<file path="src/rtl/pkt_seq_pkg.sv">
package pkt_seq_pkg;

  typedef enum logic [2:0] {
    OP_NOP = 3'b000,
    OP_ACT = 3'b001,
    OP_RD  = 3'b010,
    OP_WR  = 3'b011,
    OP_PRE = 3'b100
  } req_op_e;

  // Cycle (relative to ACT) of a column access; second selects the later one.
  function automatic int col_slot(input bit wr, input bit second,
                                  input int rcd_w, input int rcd_r, input int cc);
    return (wr ? rcd_w : rcd_r) + (second ? cc : 0);
  endfunction

  // Cycle of the data packet that belongs to a column access.
  function automatic int data_slot(input bit wr, input bit second,
                                   input int rcd_w, input int rcd_r, input int cc,
                                   input int cwd, input int cac);
    return col_slot(wr, second, rcd_w, rcd_r, cc) + (wr ? cwd : cac);
  endfunction

  // Cycle of the precharge, counted from the second column access.
  function automatic int pre_slot(input bit wr,
                                  input int rcd_w, input int rcd_r, input int cc,
                                  input int wrp, input int rdp);
    return col_slot(wr, 1'b1, rcd_w, rcd_r, cc) + (wr ? wrp : rdp);
  endfunction

  // Last busy cycle: the later of precharge and final data packet.
  function automatic int last_slot(input bit wr,
                                   input int rcd_w, input int rcd_r, input int cc,
                                   input int cwd, input int cac,
                                   input int wrp, input int rdp);
    int p;
    int d;
    p = pre_slot(wr, rcd_w, rcd_r, cc, wrp, rdp);
    d = data_slot(wr, 1'b1, rcd_w, rcd_r, cc, cwd, cac);
    return (p > d) ? p : d;
  endfunction

  function automatic int max2(input int a, input int b);
    return (a > b) ? a : b;
  endfunction

endpackage

</file>
<file path="src/rtl/seq_txn_latch.sv">
module seq_txn_latch #(
  parameter int BANK_W = 3,
  parameter int ROW_W  = 11,
  parameter int COL_W  = 10
) (
  input  logic              clk,
  input  logic              rst_n,
  input  logic              load,
  input  logic              in_write,
  input  logic [BANK_W-1:0] in_bank,
  input  logic [ROW_W-1:0]  in_row,
  input  logic [COL_W-1:0]  in_col0,
  input  logic [COL_W-1:0]  in_col1,
  output logic              q_write,
  output logic [BANK_W-1:0] q_bank,
  output logic [ROW_W-1:0]  q_row,
  output logic [COL_W-1:0]  q_col0,
  output logic [COL_W-1:0]  q_col1
);

  always_ff @(posedge clk or negedge rst_n) begin
    if (!rst_n) begin
      q_write <= 1'b0;
      q_bank  <= '0;
      q_row   <= '0;
      q_col0  <= '0;
      q_col1  <= '0;
    end else if (load) begin
      q_write <= in_write;
      q_bank  <= in_bank;
      q_row   <= in_row;
      q_col0  <= in_col0;
      q_col1  <= in_col1;
    end
  end

endmodule

</file>
<file path="src/rtl/seq_step_timer.sv">
module seq_step_timer #(
  parameter int LAST_WR = 13,
  parameter int LAST_RD = 13,
  parameter int CW      = 4
) (
  input  logic          clk,
  input  logic          rst_n,
  input  logic          start,
  input  logic          is_write,
  output logic          busy,
  output logic [CW-1:0] step,
  output logic          final_step
);

  localparam logic [CW-1:0] END_WR = CW'(LAST_WR);
  localparam logic [CW-1:0] END_RD = CW'(LAST_RD);

  logic [CW-1:0] end_step;
  assign end_step   = is_write ? END_WR : END_RD;
  assign final_step = busy && (step == end_step);

  always_ff @(posedge clk or negedge rst_n) begin
    if (!rst_n) begin
      busy <= 1'b0;
      step <= '0;
    end else if (start) begin
      busy <= 1'b1;
      step <= '0;
    end else if (busy) begin
      if (final_step) begin
        busy <= 1'b0;
        step <= '0;
      end else begin
        step <= step + 1'b1;
      end
    end
  end

  // an idle timer rests at step zero
  a_r1_idle_step_zero: assert property (@(posedge clk) disable iff (!rst_n)
    !busy |-> step == '0);

  // the step never runs past the transaction's final slot
  a_r10_step_bounded: assert property (@(posedge clk) disable iff (!rst_n)
    busy |-> step <= end_step);

  // a finished transaction leaves the timer idle
  a_r10_idle_after_final: assert property (@(posedge clk) disable iff (!rst_n)
    (final_step && !start) |=> !busy);

endmodule

</file>
<file path="src/rtl/seq_pkt_encoder.sv">
module seq_pkt_encoder
  import pkt_seq_pkg::*;
#(
  parameter int BANK_W = 3,
  parameter int ROW_W  = 11,
  parameter int COL_W  = 10,
  parameter int CW     = 4,
  parameter int RCD_W  = 1,
  parameter int RCD_R  = 5,
  parameter int CC     = 2,
  parameter int WRP    = 10,
  parameter int RDP    = 3
) (
  input  logic              busy,
  input  logic [CW-1:0]     step,
  input  logic              is_write,
  input  logic [BANK_W-1:0] bank,
  input  logic [ROW_W-1:0]  row,
  input  logic [COL_W-1:0]  col0,
  input  logic [COL_W-1:0]  col1,
  output logic [2:0]        op,
  output logic [BANK_W-1:0] op_bank,
  output logic [ROW_W-1:0]  op_row,
  output logic [COL_W-1:0]  op_col,
  output logic              ev_act,
  output logic              ev_col0,
  output logic              ev_col1,
  output logic              ev_pre
);

  localparam logic [CW-1:0] C0_WR  = CW'(col_slot(1'b1, 1'b0, RCD_W, RCD_R, CC));
  localparam logic [CW-1:0] C1_WR  = CW'(col_slot(1'b1, 1'b1, RCD_W, RCD_R, CC));
  localparam logic [CW-1:0] C0_RD  = CW'(col_slot(1'b0, 1'b0, RCD_W, RCD_R, CC));
  localparam logic [CW-1:0] C1_RD  = CW'(col_slot(1'b0, 1'b1, RCD_W, RCD_R, CC));
  localparam logic [CW-1:0] PRE_WR = CW'(pre_slot(1'b1, RCD_W, RCD_R, CC, WRP, RDP));
  localparam logic [CW-1:0] PRE_RD = CW'(pre_slot(1'b0, RCD_W, RCD_R, CC, WRP, RDP));

  logic [CW-1:0] c0_at;
  logic [CW-1:0] c1_at;
  logic [CW-1:0] pre_at;

  assign c0_at  = is_write ? C0_WR  : C0_RD;
  assign c1_at  = is_write ? C1_WR  : C1_RD;
  assign pre_at = is_write ? PRE_WR : PRE_RD;

  assign ev_act  = busy && (step == '0);
  assign ev_col0 = busy && (step == c0_at);
  assign ev_col1 = busy && (step == c1_at);
  assign ev_pre  = busy && (step == pre_at);

  always_comb begin
    op      = OP_NOP;
    op_bank = '0;
    op_row  = '0;
    op_col  = '0;
    if (ev_act) begin
      op      = OP_ACT;
      op_bank = bank;
      op_row  = row;
    end else if (ev_col0 || ev_col1) begin
      op      = is_write ? OP_WR : OP_RD;
      op_bank = bank;
      op_col  = ev_col1 ? col1 : col0;
    end else if (ev_pre) begin
      op      = OP_PRE;
      op_bank = bank;
    end
  end

  // at most one packet event per cycle (holds for legal parameter sets)
  always_comb begin
    a_r11_one_packet: assert ($onehot0({ev_act, ev_col0, ev_col1, ev_pre}));
  end

endmodule

</file>
<file path="src/rtl/seq_data_window.sv">
module seq_data_window
  import pkt_seq_pkg::*;
#(
  parameter int CW    = 4,
  parameter int RCD_W = 1,
  parameter int RCD_R = 5,
  parameter int CC    = 2,
  parameter int CWD   = 3,
  parameter int CAC   = 6
) (
  input  logic          busy,
  input  logic [CW-1:0] step,
  input  logic          is_write,
  output logic          wr_stb,
  output logic          rd_stb,
  output logic          sel
);

  localparam logic [CW-1:0] D0_WR = CW'(data_slot(1'b1, 1'b0, RCD_W, RCD_R, CC, CWD, CAC));
  localparam logic [CW-1:0] D1_WR = CW'(data_slot(1'b1, 1'b1, RCD_W, RCD_R, CC, CWD, CAC));
  localparam logic [CW-1:0] D0_RD = CW'(data_slot(1'b0, 1'b0, RCD_W, RCD_R, CC, CWD, CAC));
  localparam logic [CW-1:0] D1_RD = CW'(data_slot(1'b0, 1'b1, RCD_W, RCD_R, CC, CWD, CAC));

  logic hit0;
  logic hit1;

  assign hit0   = busy && (step == (is_write ? D0_WR : D0_RD));
  assign hit1   = busy && (step == (is_write ? D1_WR : D1_RD));
  assign wr_stb = is_write && (hit0 || hit1);
  assign rd_stb = !is_write && (hit0 || hit1);
  assign sel    = hit1;

endmodule

</file>
<file path="src/rtl/pkt_req_sequencer.sv">
module pkt_req_sequencer
  import pkt_seq_pkg::*;
#(
  parameter int BANK_W = 3,
  parameter int ROW_W  = 11,
  parameter int COL_W  = 10,
  parameter int RCD_W  = 1,   // activate to first write
  parameter int RCD_R  = 5,   // activate to first read
  parameter int CC     = 2,   // column to column
  parameter int CWD    = 3,   // write command to write data
  parameter int CAC    = 6,   // read command to read data
  parameter int WRP    = 10,  // second write to precharge
  parameter int RDP    = 3    // second read to precharge
) (
  input  logic              clk,
  input  logic              rst_n,
  input  logic              txn_valid,
  output logic              txn_ready,
  input  logic              txn_write,
  input  logic [BANK_W-1:0] txn_bank,
  input  logic [ROW_W-1:0]  txn_row,
  input  logic [COL_W-1:0]  txn_col0,
  input  logic [COL_W-1:0]  txn_col1,
  output logic [2:0]        req_op,
  output logic [BANK_W-1:0] req_bank,
  output logic [ROW_W-1:0]  req_row,
  output logic [COL_W-1:0]  req_col,
  output logic              wr_data_stb,
  output logic              rd_capture_stb,
  output logic              data_sel
);

  localparam int LAST_WR = last_slot(1'b1, RCD_W, RCD_R, CC, CWD, CAC, WRP, RDP);
  localparam int LAST_RD = last_slot(1'b0, RCD_W, RCD_R, CC, CWD, CAC, WRP, RDP);
  localparam int CW      = $clog2(max2(LAST_WR, LAST_RD) + 1);

  logic              accept;
  logic              busy;
  logic              final_step;
  logic [CW-1:0]     step;
  logic              q_write;
  logic [BANK_W-1:0] q_bank;
  logic [ROW_W-1:0]  q_row;
  logic [COL_W-1:0]  q_col0;
  logic [COL_W-1:0]  q_col1;
  logic              ev_act;
  logic              ev_col0;
  logic              ev_col1;
  logic              ev_pre;

  assign txn_ready = !busy;
  assign accept    = txn_valid && txn_ready;

  seq_txn_latch #(.BANK_W(BANK_W), .ROW_W(ROW_W), .COL_W(COL_W)) u_latch (
    .clk(clk), .rst_n(rst_n), .load(accept),
    .in_write(txn_write), .in_bank(txn_bank), .in_row(txn_row),
    .in_col0(txn_col0), .in_col1(txn_col1),
    .q_write(q_write), .q_bank(q_bank), .q_row(q_row),
    .q_col0(q_col0), .q_col1(q_col1)
  );

  seq_step_timer #(.LAST_WR(LAST_WR), .LAST_RD(LAST_RD), .CW(CW)) u_timer (
    .clk(clk), .rst_n(rst_n), .start(accept), .is_write(q_write),
    .busy(busy), .step(step), .final_step(final_step)
  );

  seq_pkt_encoder #(
    .BANK_W(BANK_W), .ROW_W(ROW_W), .COL_W(COL_W), .CW(CW),
    .RCD_W(RCD_W), .RCD_R(RCD_R), .CC(CC), .WRP(WRP), .RDP(RDP)
  ) u_enc (
    .busy(busy), .step(step), .is_write(q_write),
    .bank(q_bank), .row(q_row), .col0(q_col0), .col1(q_col1),
    .op(req_op), .op_bank(req_bank), .op_row(req_row), .op_col(req_col),
    .ev_act(ev_act), .ev_col0(ev_col0), .ev_col1(ev_col1), .ev_pre(ev_pre)
  );

  seq_data_window #(
    .CW(CW), .RCD_W(RCD_W), .RCD_R(RCD_R), .CC(CC), .CWD(CWD), .CAC(CAC)
  ) u_win (
    .busy(busy), .step(step), .is_write(q_write),
    .wr_stb(wr_data_stb), .rd_stb(rd_capture_stb), .sel(data_sel)
  );

  // a handshake is followed at once by an activate with the offered bank
  a_r2_act_after_accept: assert property (@(posedge clk) disable iff (!rst_n)
    accept |=> (req_op == OP_ACT) && (req_bank == $past(txn_bank)) && (req_row == $past(txn_row)));

  // an offer while busy starts nothing
  a_r10_busy_offer_ignored: assert property (@(posedge clk) disable iff (!rst_n)
    (txn_valid && !txn_ready && !final_step) |=> !ev_act);

  // write and read data windows never coincide
  a_r7_strobes_exclusive: assert property (@(posedge clk) disable iff (!rst_n)
    $onehot0({wr_data_stb, rd_capture_stb}));

  // precharge carries the bank only
  a_r5_pre_bank_only: assert property (@(posedge clk) disable iff (!rst_n)
    ev_pre |-> (req_row == '0) && (req_col == '0));

  // data strobes and packets only while not ready
  a_r10_activity_busy: assert property (@(posedge clk) disable iff (!rst_n)
    (wr_data_stb || rd_capture_stb || req_op != OP_NOP) |-> !txn_ready);

  // the precharge is the last packet of its transaction
  a_r1_pre_then_quiet: assert property (@(posedge clk) disable iff (!rst_n)
    ev_pre |=> !ev_col0 && !ev_col1);

endmodule

</file>
<file path="config.mk">
export PLATFORM = sky130hd
export DESIGN_NAME = pkt_req_sequencer
export DESIGN_NICKNAME = d
export VERILOG_FILES = /design/src/rtl/pkt_seq_pkg.sv /design/src/rtl/seq_txn_latch.sv /design/src/rtl/seq_step_timer.sv /design/src/rtl/seq_pkt_encoder.sv /design/src/rtl/seq_data_window.sv /design/src/rtl/pkt_req_sequencer.sv
export SDC_FILE = /design/constraint.sdc
export NUM_CORES = 1
export LEC_CHECK = 0
export BUFFER_PORTS_ARGS = -buffer_cell sky130_fd_sc_hd__buf_2
export CAP_MARGIN = 20
export CORE_MARGIN = 1.5
export CORE_UTILIZATION = 54
export CTS_CLUSTER_DIAMETER = 150
export DETAILED_ROUTE_END_ITERATION = 8
export PLACE_DENSITY = 0.84
export SLEW_MARGIN = 20
export SYNTH_ARGS = -nofsm -noshare
export SYNTH_HDL_FRONTEND = slang
export SYNTH_SLANG_ARGS = --single-unit
</file>
<file path="constraint.sdc">
create_clock -name clk -period 2.7 [get_ports clk]
set_clock_uncertainty 0.15 [all_clocks]
set_input_delay 0.405 -clock clk [delete_from_list [all_inputs] [get_ports clk]]
set_output_delay 0.405 -clock clk [all_outputs]
set_load 0.02 [all_outputs]
</file>
## After elaboration in Yosys (flattened, before gate mapping)

Cells that the tools add are included.

- Register bits after elaboration: 40
- Input port bits: 38
- Output and inout bits: 31
- Logic and storage cells: 52

- Add/sub/neg operators: 1
- Eq/ne operators: 6
- Muxes and demuxes: 22
- Reductions and logical operators: 16

Operators with widths:

| operator | count |
|---|---|
| two-way mux 10 bit | 3 |
| two-way mux 3 bit | 9 |
| equality test 4 bit | 5 |
| two-way mux 4 bit | 5 |
| two-way mux 11 bit | 1 |
| logical AND 1 bit | 10 |
| adder 4 x 1 -> 4 bit (second input constant) | 1 |
| equality test 4 bit (second input constant) | 1 |
| zero test 4 bit | 1 |
| two-way mux 1 bit | 4 |
| zero test 1 bit | 2 |
| logical OR 1 bit | 2 |
| nonzero test 2 bit | 1 |

## Longest topological paths before layout

- Depth after elaboration: 6
- Mapped depth: 6
- Depth with buffers taken out: 5

## By module

From an unflattened synthesis, not the netlist that was laid out.

- Cell total of the unflattened synthesis: 172
- Area total of the unflattened synthesis: 2,185.8 µm²

By module, submodules not included:

| module | instances | cells an instance | area each (µm²) | seq. area each (µm²) |
|---|---|---|---|---|
| seq_txn_latch | 1 | 74 | 1,453.9 | 875.8 |
| seq_pkt_encoder | 1 | 60 | 387.9 | 0.0 |
| seq_step_timer | 1 | 28 | 266.5 | 125.1 |
| seq_data_window | 1 | 8 | 67.6 | 0.0 |
| pkt_req_sequencer | 1 | 2 | 10.0 | 0.0 |

## Worst setup path before layout

OpenSTA, ideal clock, no wires.

- Path type: register to output
- Start: reg u_timer.step[0]
- End: out req_col[0]
- Data arrival time: 1,675 ps
- Required time: 2,145 ps
- Path slack: 470 ps
- Stages on the path, launching flop included: 7
- Path through: dfrtp_1 -> inv_1 -> ha_1 -> and4bb_2 -> nand4b_1 -> buf_2 -> a21oi_1

- Word-level cells in the longest chain between the ends: 5

Ends and longest elaborated chain:

| element | line | text |
|---|---|---|
| start: declaration | seq_step_timer.sv:11 | `output logic [CW-1:0] step,` |
| start signal: assignment | seq_step_timer.sv:34 | `step <= step + 1'b1;` |
| equality test 4 bit (on tied branches) | seq_pkt_encoder.sv:48, seq_pkt_encoder.sv:47 |  |
| logical AND 1 bit (on tied branches) | seq_pkt_encoder.sv:48, seq_pkt_encoder.sv:47 |  |
| two-way mux 10 bit or logical OR 1 bit (tied branches) | seq_pkt_encoder.sv:63, seq_pkt_encoder.sv:60 |  |
| two-way mux 10 bit | seq_pkt_encoder.sv:60 | `end else if (ev_col0 \|\| ev_col1) begin` |
| two-way mux 10 bit * | seq_pkt_encoder.sv:56 | `if (ev_act) begin` |
| end: declaration | pkt_req_sequencer.sv:27 | `output logic [COL_W-1:0] req_col,` |

Every way passes the cells marked *; elsewhere a longest branch is shown, timed or not.

## Worst setup path after layout

- Start: reg u_timer.step[0]
- End: out req_bank[0]

- Word-level cells in the longest chain between the ends: 5

Ends and longest elaborated chain:

| element | line | text |
|---|---|---|
| equality test 4 bit (on tied branches) | seq_pkt_encoder.sv:49, seq_pkt_encoder.sv:47, seq_pkt_encoder.sv:48 |  |
| logical AND 1 bit (on tied branches) | seq_pkt_encoder.sv:49, seq_pkt_encoder.sv:47, seq_pkt_encoder.sv:48 |  |
| two-way mux 3 bit or logical OR 1 bit (tied branches) | seq_pkt_encoder.sv:64, seq_pkt_encoder.sv:60 |  |
| two-way mux 3 bit | seq_pkt_encoder.sv:60 |  |
| two-way mux 3 bit * | seq_pkt_encoder.sv:56 |  |
| end: declaration | pkt_req_sequencer.sv:25 | `output logic [BANK_W-1:0] req_bank,` |

Marked as above.

==> key figures <==
GRT
  • Vias in the first global route: between 1500 and 2000
  • GR Util met1: 0.266
  • Grt total ovfl: 0
  • GRT Util Overall: 0.216
  • Largest net degree at the start of global routing: 41
  • Initial antenna violation count: 0
  • Most used routing layer in global routing: met2
  • M2 GR Usage: 0.349
  • Met3 GRT Util: 0.0722
  • First-pass GRT wire length: about 6.7 mm

Synthesis
  • Count of different cell masters after synthesis: 34
  • Post-synthesis instance total: approximately 180
  • Synth Flop Type: dfrtp_1
  • Mean Syn Cell Area: about 11 sq um
  • Synthesis warning total: 0
  • Synthesized flop and latch total: 40
  • Sequential area share after synthesis: 0.495
  • Mapped Area: 2020 sq um
  • Syn_nets: between 200 and 250
  • Number of synthesized flops with an enable pin: 0
  • Async S/R FF share, synth: 1.00

Status
  • Outcome: finished clean

Setup path
  • Arr. time, crit path: approximately 2.0 ns
  • Worst path buffer plus inverter count: 2
  • Cell Chain, Critical Path: buf_4 > ha_1 > or2_2 > a31oi_1 > a21boi_1 > buf_2
  • CP Launch Type: flop
  • CP required: 2.14 ns
  • Crit path capture type: output pin
  • CP max stage delay: between 0.4 and 0.5 ns
  • Kind of cell adding the most delay to the critical path: flip-flops
  • Largest fanout on the critical path: 5
  • Setup Crit Path Kind: reg -> out
  • Slowest stage cell, crit path: dfrtp_2

Clock network
  • Num Clock Sinks: 40
  • CTS tree: built
  • Clock root buffer: clkbuf_8
  • Worst-path clk slew: about 0.070 ns
  • Largest buffer count on any clock path: 2
  • CTS Buf Count: 5
  • Clk_lat worst skew: slightly below 0.3 ns
  • Max H-tree Level: 2

Timing
  • Worst slew pin tran: 0.870 ns
  • Final hold vios: 0
  • Fin crit period: roughly 2.6 ns
  • RSZ-0062 raised after global routing: false
  • Final Cycle Share: 0.948
  • Max Clock Freq: 391 MHz
  • Total Neg Setup Slack: 0 ns
  • Final Max Tran Viols: 0
  • Final setup fails: 0
  • Slew margin rel.: 0.420
  • Post-route setup slack: roughly 0.14 ns
  • Min Hold Slack: 0.0722 ns

Min path
  • HP Class: in -> async

Routing
  • 1st-iter DRT viols: approximately 120
  • Post-Route WL: approximately 4.1 mm
  • Pre-antenna DRT Iters: 4
  • Via count: 1593
  • Via/cell ratio: approximately 5.4
  • Wirelength per Cell: between 10 and 15 um
  • ANT nets after route: 0
  • DRC errors left: 0

Run
  • Maxcap violations: 0

Pwr
  • Max VDD drop: approximately 0.64 mV
  • Power Density: roughly 1200 nW/um^2
  • Static leakage: 1.22 nW
  • Pwr Total: about 3.0 mW

Cells and area
  • Area growth from synthesis to layout: 23.9%
  • Share of the core filled with cells: 0.689
  • Layout cell share with drive strength beyond 1: 0.494
  • Commonest non-fill, non-tap cells in the layout: buf_2 (68), dfrtp_1 (38), mux2_2 (35), nand3_1 (13), o21ai_0 (12)
  • Finished Cell Area: 2500 sq um
  • FILL cells: roughly 300
  • Final net count: around 290
  • Register Area: 1000 sq um
  • N_diodes: 0
  • Commonest non-fill, non-tap cell in the layout: buf_2
  • Non-filler cells in the finished layout: a little under 300
  • Multi-input logic area: 943 sq um

Floorplan
  • # rows: 22
  • Die area: ~4100 sq um
  • I/O pins: slightly below 70
  • Area of the core: 3630 sq um
  • Chip Width: approximately 64 um
  • Die H: around 64 um
  • Initial cell density of the core: 0.556

Placement
  • # placed instances: roughly 290
  • Gpl congestion: between 0.8 and 0.9
  • Dpl hpwl: 2.85 mm
  • Pre-CTS setup slack: ~0.33 ns
  • Port-buffer cells: between 60 and 70
  • Area of placed instances: about 2400 sq um
==> kinds of logic after synthesis <==
family / synth area share
adder cells (fa/ha/maj): 0.0186
AND/OR/NAND/NOR: 0.136
flip-flops: 0.495
buffers and inverters: 0.0476
XOR/XNOR: 0.0173
AO/OA/AOI/OAI: 0.0910
multiplexers: 0.195
==> report_power, final <==
part | total, mW | switching, mW | internal, mW
logic | 1.42 | 0.754 | 0.664
registers | 1.15 | 0.243 | 0.909
clock network | 0.409 | 0.201 | 0.207
==> cells in the mapped netlist, drive strengths merged (2+ instances only) <==
library cell | count | area (sq um)
a21boi | 3 | 22.5
a21oi | 11 | 55.1
a31oi | 2 | 12.5
and2 | 11 | 68.8
buf | 10 | 61.3
clkbuf | 2 | 8.75
dfrtp | 40 | 1000
ha | 3 | 37.5
inv | 7 | 26.3
mux2 | 35 | 394
nand2 | 5 | 18.8
nand3 | 13 | 65.1
nand3b | 2 | 15.0
nand4b | 2 | 17.5
nor2b | 2 | 12.5
nor4b | 2 | 17.5
o21ai | 13 | 65.1
xnor2 | 2 | 17.5
xor2 | 2 | 17.5
==> layout make-up <==
type | count | area share
tap | 48 | 0.0240
timing repair buffer | 73 | 0.151
sequential | 40 | 0.401
clock inverter | 1 | 0.00300
inverter | 7 | 0.0105
clock buffer | 7 | 0.0345
multi-input combinational | 119 | 0.377
==> worst reg2reg max path: cells and delay by family, from the launching register on <==
family | cells | cell delay, ns
multiplexers | 1 | 0.41
flip-flops | 1 | 0.54
buffers and inverters | 1 | 0.40
AND/OR/NAND/NOR | 1 | 0.16
==> sequential cells by signal (all words and copies together), names as in the netlist <==
signal and flops:
u_timer.step 4, u_latch.q_col0 10, u_latch.q_col1 10, u_latch.q_bank 3, u_timer.busy 1, u_latch.q_write 1
u_latch.q_row 11
==> worst paths after layout <==
check | startpoint | end | slack, ns | cells past startpoint
min in group clk | txn_bank[1] | u_latch.q_bank[1]$_DFFE_PN0P_ | 0.19 | 2
hold reg to reg | u_latch.q_row[9]$_DFFE_PN0P_ | u_latch.q_row[9]$_DFFE_PN0P_ | 0.35 | 1
max in group asynchronous | rst_n | u_timer.step[1]$_DFFE_PN0P_ | 1.74 | 1
setup / recovery | u_timer.step[0]$_DFFE_PN0P_ | req_bank[0] | 0.14 | 6
hold / removal | rst_n | u_latch.q_write$_DFFE_PN0P_ | 0.07 | 1
setup reg to reg | u_timer.busy$_DFF_PN0_ | u_latch.q_row[0]$_DFFE_PN0P_ | 0.93 | 3
==> metal layers <==
metal  share of wire  wire length, um
met1            0.44             1810
met2            0.48             2000
met3           0.054              223
met4           0.023               93
met5               0                0
==> timing repair <==
item | 4_1_cts | 5_1_grt
pin swaps | 0 | 0
endpoints found under the setup margin | 1 | 10
hold buffers | 0 | 0
endpoints found under the hold margin | 0 | 0
setup buffers | 0 | 2
gates resized for setup | 1 | 3
(Power assumes the default switching activity.)
